<file path="config.mk">
export PLATFORM = sky130hd
export DESIGN_NAME = clk_loss_guard
export DESIGN_NICKNAME = d
export VERILOG_FILES = /design/src/rtl/clkmon_pkg.sv /design/src/rtl/clkmon_rst_sync.sv /design/src/rtl/clkmon_edge_sync.sv /design/src/rtl/clkmon_timeout.sv /design/src/rtl/clkmon_req_fsm.sv /design/src/rtl/clk_loss_guard.sv
export SDC_FILE = /design/constraint.sdc
export NUM_CORES = 1
export LEC_CHECK = 0
export CAP_MARGIN = 15
export CORE_AREA = 3 3 40 42
export DETAILED_ROUTE_END_ITERATION = 8
export DIE_AREA = 0 0 43 45
export DONT_BUFFER_PORTS = 1
export GPL_ROUTABILITY_DRIVEN = 0
export SYNTH_ARGS = -nofsm -noshare
export SYNTH_HDL_FRONTEND = slang
export SYNTH_HIERARCHICAL = 1
export SYNTH_SLANG_ARGS = --single-unit
</file>
<file path="constraint.sdc">
create_clock -name ref_clk -period 1.6 [get_ports ref_clk]
set_input_delay 0.08 -clock ref_clk [delete_from_list [all_inputs] [get_ports ref_clk]]
set_output_delay 0.08 -clock ref_clk [all_outputs]
set_load 0.02 [all_outputs]
</file>
<file path="src/rtl/clkmon_pkg.sv">
package clkmon_pkg;
  typedef enum logic [1:0] {
    MON_OFF   = 2'd0,
    MON_WATCH = 2'd1,
    MON_TRIP  = 2'd2
  } mon_state_e;

  function automatic int cnt_bits(input int limit);
    return (limit < 2) ? 1 : $clog2(limit + 1);
  endfunction
endpackage

</file>
<file path="src/rtl/clkmon_rst_sync.sv">
module clkmon_rst_sync (
  input  logic clk,
  input  logic arst_n,
  output logic srst_n
);
  logic [1:0] stage_q;
  logic [1:0] stage_d;

  always_comb stage_d = {stage_q[0], 1'b1};

  always_ff @(posedge clk or negedge arst_n) begin
    if (!arst_n) stage_q <= 2'b00;
    else         stage_q <= stage_d;
  end

  assign srst_n = stage_q[1] & arst_n;
endmodule

</file>
<file path="src/rtl/clkmon_edge_sync.sv">
module clkmon_edge_sync #(
  parameter int STAGES = 2
) (
  input  logic clk,
  input  logic rst_n,
  input  logic async_in,
  output logic rise_pulse
);
  localparam int LAST = STAGES - 1;

  logic [STAGES-1:0] chain_q;
  logic              last_q;

  // One flop per stage; stage 0 captures the asynchronous input.
  for (genvar g = 0; g < STAGES; g++) begin : g_stage
    logic d;
    if (g == 0) begin : g_first
      always_comb d = async_in;
    end else begin : g_rest
      always_comb d = chain_q[g-1];
    end
    always_ff @(posedge clk or negedge rst_n) begin
      if (!rst_n) chain_q[g] <= 1'b0;
      else        chain_q[g] <= d;
    end
  end

  always_ff @(posedge clk or negedge rst_n) begin
    if (!rst_n) last_q <= 1'b0;
    else        last_q <= chain_q[LAST];
  end

  assign rise_pulse = chain_q[LAST] & ~last_q;


  pulse_single_chk: assert property (@(posedge clk) disable iff (!rst_n)
    rise_pulse |=> !rise_pulse);
endmodule

</file>
<file path="src/rtl/clkmon_timeout.sv">
module clkmon_timeout #(
  parameter int TIMEOUT_CYCLES = 64
) (
  input  logic clk,
  input  logic rst_n,
  input  logic active,
  input  logic restart,
  input  logic edge_seen,
  input  logic stop_mode,
  output logic expired
);
  import clkmon_pkg::*;
  localparam int CW = cnt_bits(TIMEOUT_CYCLES);
  localparam logic [CW-1:0] LIMIT = CW'(TIMEOUT_CYCLES);

  logic [CW-1:0] cnt_q, cnt_d;
  logic          clear;
  logic          cnt_ce;

  always_comb begin
    clear  = restart | ~active | (edge_seen & ~stop_mode);
    cnt_ce = clear | (cnt_q != LIMIT);
    cnt_d  = clear ? '0 : cnt_q + 1'b1;
  end

  always_ff @(posedge clk or negedge rst_n) begin
    if (!rst_n)      cnt_q <= '0;
    else if (cnt_ce) cnt_q <= cnt_d;
  end

  assign expired = (cnt_q == LIMIT);


  cnt_bound_chk: assert property (@(posedge clk) disable iff (!rst_n)
    cnt_q <= LIMIT);

  restart_zero_chk: assert property (@(posedge clk) disable iff (!rst_n)
    restart |=> (cnt_q == '0));

  stop_no_clear_chk: assert property (@(posedge clk) disable iff (!rst_n)
    (stop_mode && active && !restart && cnt_q != '0) |=> (cnt_q != '0));
endmodule

</file>
<file path="src/rtl/clkmon_req_fsm.sv">
module clkmon_req_fsm (
  input  logic clk,
  input  logic rst_n,
  input  logic enable,
  input  logic expired,
  output logic active,
  output logic restart,
  output logic req
);
  import clkmon_pkg::*;

  mon_state_e state_q, state_d;

  always_comb begin
    state_d = state_q;
    unique case (state_q)
      MON_OFF:   if (enable) state_d = MON_WATCH;
      MON_WATCH: if (!enable) state_d = MON_OFF;
                 else if (expired) state_d = MON_TRIP;
      MON_TRIP:  if (!enable) state_d = MON_OFF;
      default:   state_d = MON_OFF;
    endcase
  end

  always_ff @(posedge clk or negedge rst_n) begin
    if (!rst_n) state_q <= MON_OFF;
    else        state_q <= state_d;
  end

  assign active  = (state_q != MON_OFF);
  assign restart = (state_q == MON_OFF) & enable;
  assign req     = (state_q == MON_TRIP);


  trip_after_expiry_chk: assert property (@(posedge clk) disable iff (!rst_n)
    $rose(req) |-> $past(expired));
endmodule

</file>
<file path="src/rtl/clk_loss_guard.sv">
module clk_loss_guard #(
  parameter int TIMEOUT_CYCLES = 64,
  parameter int SYNC_STAGES    = 2
) (
  input  logic ref_clk,
  input  logic rst_n,
  input  logic mon_clk,
  input  logic mon_en,
  input  logic stop_req,
  output logic rst_req
);
  logic srst_n;
  logic edge_pulse;
  logic active;
  logic restart;
  logic expired;

  clkmon_rst_sync u_rst (
    .clk    (ref_clk),
    .arst_n (rst_n),
    .srst_n (srst_n)
  );

  clkmon_edge_sync #(.STAGES(SYNC_STAGES)) u_sync (
    .clk        (ref_clk),
    .rst_n      (srst_n),
    .async_in   (mon_clk),
    .rise_pulse (edge_pulse)
  );

  clkmon_timeout #(.TIMEOUT_CYCLES(TIMEOUT_CYCLES)) u_tmo (
    .clk       (ref_clk),
    .rst_n     (srst_n),
    .active    (active),
    .restart   (restart),
    .edge_seen (edge_pulse),
    .stop_mode (stop_req),
    .expired   (expired)
  );

  clkmon_req_fsm u_fsm (
    .clk     (ref_clk),
    .rst_n   (srst_n),
    .enable  (mon_en),
    .expired (expired),
    .active  (active),
    .restart (restart),
    .req     (rst_req)
  );


  off_clears_chk: assert property (@(posedge ref_clk) disable iff (!srst_n)
    !mon_en |=> !rst_req);

  sticky_req_chk: assert property (@(posedge ref_clk) disable iff (!srst_n)
    (rst_req && mon_en) |=> rst_req);

  no_req_when_off_chk: assert property (@(posedge ref_clk) disable iff (!srst_n)
    $rose(rst_req) |-> $past(mon_en));
endmodule

</file>
== After elaboration in Yosys (flattened, before gate mapping) ==
Index checks and enable logic that the tools add are counted.
Storage, ports and cells
  register bits: 14
Cells by class
  $add $sub $neg: 1
  eq/ne operators: 7
  muxes and demuxes: 6
  bitwise operators: 10
  reduce and logical (&&, ||, !) cells: 3
Operators by type and width (count)
  two-way mux 2 bit: 4
  adder 7 x 1 -> 7 bit, second input constant: 1
  equality test 7 bit, second input constant: 1
  two-way mux 7 bit: 1
  inequality test 7 bit, second input constant: 1
  one-hot mux 2 bit (3 select lines): 1
  AND 1 bit: 4
  inequality test 2 bit, second input constant: 2
  inequality test 3 bit, second input constant: 1
  inverter 1 bit: 3
  OR 1 bit: 3
  AND reduction 3 bit: 1
  equality test 2 x 1 -> 1 bit, second input constant: 1
  equality test 2 bit, second input constant: 1
  logical NOT 2 bit: 1
  nonzero test 2 bit: 1

== Depth between registers and ports, before layout ==
  word-level depth: 5
  mapped depth: 6
  mapped depth without buffers: 6

== Hierarchy ==
Netlist, hierarchy kept.
Modules (own cells, without submodules)
  clkmon_timeout: times used 1, cells an instance 41, area each 400.4 um2
  clkmon_req_fsm: times used 1, cells an instance 9, area each 98.8 um2
  clkmon_edge_sync: times used 1, cells an instance 4, area each 88.8 um2
  clkmon_rst_sync: times used 1, cells an instance 4, area each 60.1 um2

== Worst setup path after synthesis ==
No wires, ideal clock.
  kind: reg-to-reg
  from: register u_tmo.cnt_q[0]
  to: register u_tmo.cnt_q[2]
  library setup time: 0.080 ns
  arrival time: 1.217 ns
  data required time: 1.520 ns
  path slack: 0.304 ns
  stages on the path, launching flop included: 6
  buffers on the path: 0
  clock period less this slack: 1.296 ns
  path through: dfrtp_1 -> inv_1 -> ha_1 -> and2_0 -> a211o_2 -> a21oi_1
Between the ends
  word-level cells in the longest chain between the ends: 2
  elaborated cells on any way between the ends: 4
  those cells by class: 1 x add/sub; 1 x eq/ne; 1 x mux; 1 x bitwise
RTL lines
  from (decl): line clkmon_timeout.sv:16  | logic [CW-1:0] cnt_q, cnt_d;
  from (signal assigned): line clkmon_timeout.sv:28  | else if (cnt_ce) cnt_q <= cnt_d;
  adder 7 x 1 -> 7 bit or inequality test 7 bit (tied branches): line clkmon_timeout.sv:23, clkmon_timeout.sv:22
  two-way mux 7 bit or OR 1 bit (tied branches): line clkmon_timeout.sv:23, clkmon_timeout.sv:22
Parallel ways exist; a longest one is shown, timed or not.
A chain may end at the register's enable or synchronous reset.

== Final worst setup path ==
Ends and elaborated chain as after synthesis.

==> impl_metrics.yaml <==
run_status:
  status: "finished clean"
clock_network:
  cts.htree.levels: 1
  path_clk_slew_ps: 80
  cts_post_setup_buffers_inserted: 0
  cts_buffer_depth: 2
  cts_made_buffers: 3
  cts_num_sinks: 14
  clkLatencyLatePin_ps: 270
  clk_root_buffer_cell: "clkbuf_4"
  hold_buffers: 3
  post_cts_resize_count: 0
  cts_tree: "yes"
synth:
  synth.cell_area_um2: 648
  syn_nets: 65
  yosys_register_bits: 14
  syn-instance-count: 58
  ys_seq_area_frac: 0.541
  synthesis.yosys.warnings: 6
  synth.distinct_cells: 24
  syn-mean-instance-area_um2: 11.2
critical_path:
  setup.worst_path.class: "reg -> reg"
  critPathCaptureType: "flop"
  critical-path-max-stage-delay_ps: 400
  path_cells: "inv_1 > ha_1 > and2_0 > a211o_2 > a21oi_1"
  cp.arrival_ps: 1620
  worst_ep_required_time_ps: 1800
  peak_fanout_along_the_critical_path: 6
  crit_slowest_cell: "dfrtp_1"
  crit_path_start_kind: "flop"
pwr:
  power.total_mw: 0.663
  netSwitchingFraction: 0.210
  power.share.sequential: 0.566
  power.clock.fraction: 0.370
  power_leakage_nw: 0.313
  p_sw_mw: 0.140
  power_per_unit_of_standard_cell_area_mw_per_mm2: 905
  power.internal_mw: 0.524
  ir_worst_vdd_mv: 0.599
  combPwrFrac: 0.064
route:
  avgViaCountPerCell: 5.43
  drt_wl_total_um: 1010
  drt_iter0_markers: 4
  drt-wirelength-per-cell_um: 12.6
  drt_pass1_iterations: 4
  via_count: 434
  drc_errors: 0
  drtAntennaViolNets: 0
timing:
  timing_hold_violations_final: 0
  final_period_minus_worst_setup_slack_ps: 1420
  slew_headroom: 0.650
  timing_worst_slew_pin_value_ps: 525
  post-route-worst-setup-slack_ps: 184
  period_share: 0.885
  setup-tns-final_ps: 0
  max_clock_skew_ps: 1.81
  clock.fmax_mhz: 706
  hold-worst-slack_ps: 31.3
  slew_viol_final: 0
  setup_viol_count_final: 0
  setup_repair_after_global_routing_missed_its_margin: "false"
cells_and_area:
  leading_cell_type_in_the_layout_fill_and_taps_excluded: "dfrtp_1"
  num-nets-final: 73
  layout.cell_area.non_filler_um2: 733
  fraction_of_final_layout_cells_sized_beyond_drive_strength_1: 0.169
  layout.cells.non_filler: 80
  finish.utilization: 0.571
  most_used_cells_in_the_layout_excluding_fill_and_tap_cells: "dfrtp_1, a21oi_1, nand2_1, nand3_1"
  n_antenna_cell: 0
  synthToLayoutAreaGrowth_pct: 13.1
min_path:
  holdCritPathClass: "in -> async"
place:
  postPlaceCellArea_um2: 667
  number_of_placed_instances_with_taps_included: 73
  dp_worst_setup_slack_ps: 213
  placement.io_buffers: 0
  hpwlAfterDp_um: 741
die:
  placeableCoreArea_mm2: 0.00128
  chipHeight_um: 45
  floorplan.initialDensity: 0.504
  die_x_um: 43
  top_level_ports: 6
  row_count: 13
  design.die.area_mm2: 0.00194
global_route:
  groute.layer.met1.usage: 0.173
  grt.busiest_layer: "met2"
  grt.overflow.total: 0
  globalRouteMet3Util: 0.0239
  use_met2: 0.204
  grt_max_degree: 13
  antenna_found_initial: 0
  track_usage: 0.133
  first_pass_grt_wire_length_um: 1860
  first_global_vias: 426
job:
  timing.max_cap.violations: 0
## flip-flops by register name, summed over array words and instances (netlist names)
signal	flops
u_tmo/cnt_q	7
u_fsm/state_q	2
u_sync/g_stage.d	1
u_rst/stage_q	2
u_sync/last_q	1
u_sync/chain_q	1
## synth_stat cells
cell | number | share of area
nor3b_1 | 1 | 0.012
or2_1 | 1 | 0.0097
ha_1 | 2 | 0.039
nand2b_1 | 2 | 0.019
or3_1 | 2 | 0.019
nand3_1 | 4 | 0.031
and2_0 | 1 | 0.0097
nor2_1 | 3 | 0.017
nor2b_2 | 1 | 0.014
nand3b_1 | 1 | 0.012
xor2_1 | 2 | 0.027
a211o_2 | 1 | 0.015
o2bb2ai_2 | 1 | 0.023
nand3_2 | 1 | 0.015
conb_1 | 1 | 0.0058
nor2b_4 | 1 | 0.021
and2_1 | 2 | 0.019
a21oi_1 | 6 | 0.046
dfrtp_1 | 14 | 0.54
nand2_1 | 4 | 0.023
nor4_4 | 1 | 0.033
a21bo_2 | 1 | 0.015
inv_1 | 3 | 0.017
o21ai_0 | 2 | 0.015
## metal layers
layer  part of all wire  vias up  routed length [µm]
met3              0.047        2                  48
met1               0.45      212                 460
li1                   -      210                   -
met4              0.022        0                  22
met2               0.47       10                 479
met5                  0        -                   0
## critical path, delay by kind of cell (launching register included)
family                   cells  cell delay, ps
flip-flops                   1             400
adder cells (fa/ha/maj)      1             190
buffers and inverters        1              90
AND/OR/NAND/NOR              1             210
AO/OA/AOI/OAI                2             450
## power groups by stage
stage	combinational (mW)	sequential (mW)	clock [mW]
2_1_floorplan	0.0294	0.380	0
3_3_place_gp	0.0356	0.381	0
3_5_place_dp	0.0363	0.382	0
4_1_cts	0.0434	0.375	0.258
5_1_grt	0.0491	0.377	0.275
6_report	0.0425	0.375	0.246
## layout make-up
class	instances	area [µm²]
Clock buffer	4	36.3
Multi-Input combinational cell	41	287
Tap cell	15	18.8
Sequential cell	14	350
Timing Repair Buffer	3	30.0
Inverter	3	11.3
Fill cell	112	552
## logic make-up (layout without fill, tap and decap cells)
family / Yosys count / in the layout / share of synthesized area
xor gates and xnor gates: 2 / 2 / 0.0270
adders and majority gates: 2 / 2 / 0.0386
DFF: 14 / 14 / 0.541
buffers and inverters: 3 / 10 / 0.0174
and+or+nand+nor: 25 / 25 / 0.255
AOI/OAI and AO/OA: 11 / 11 / 0.116
other: 1 / 1 / 0.00579
## worst paths after layout
path,from,endpoint,slack [ps],cells after the start
worst max-delay path,u_tmo/cnt_q[0],u_tmo/cnt_q[2],180,5
worst min-delay path,rst_n,u_rst/stage_q[0],30,1
worst min register to register,u_rst/stage_q[1],u_tmo/cnt_q[4],310,1
worst max register to register,u_tmo/cnt_q[0],u_tmo/cnt_q[2],180,5
min in group ref_clk,stop_req,u_tmo/cnt_q[2],280,3
max in group asynchronous,rst_n,u_fsm/state_q[1],860,2
Note: power is estimated with default switching activity, not from simulation.
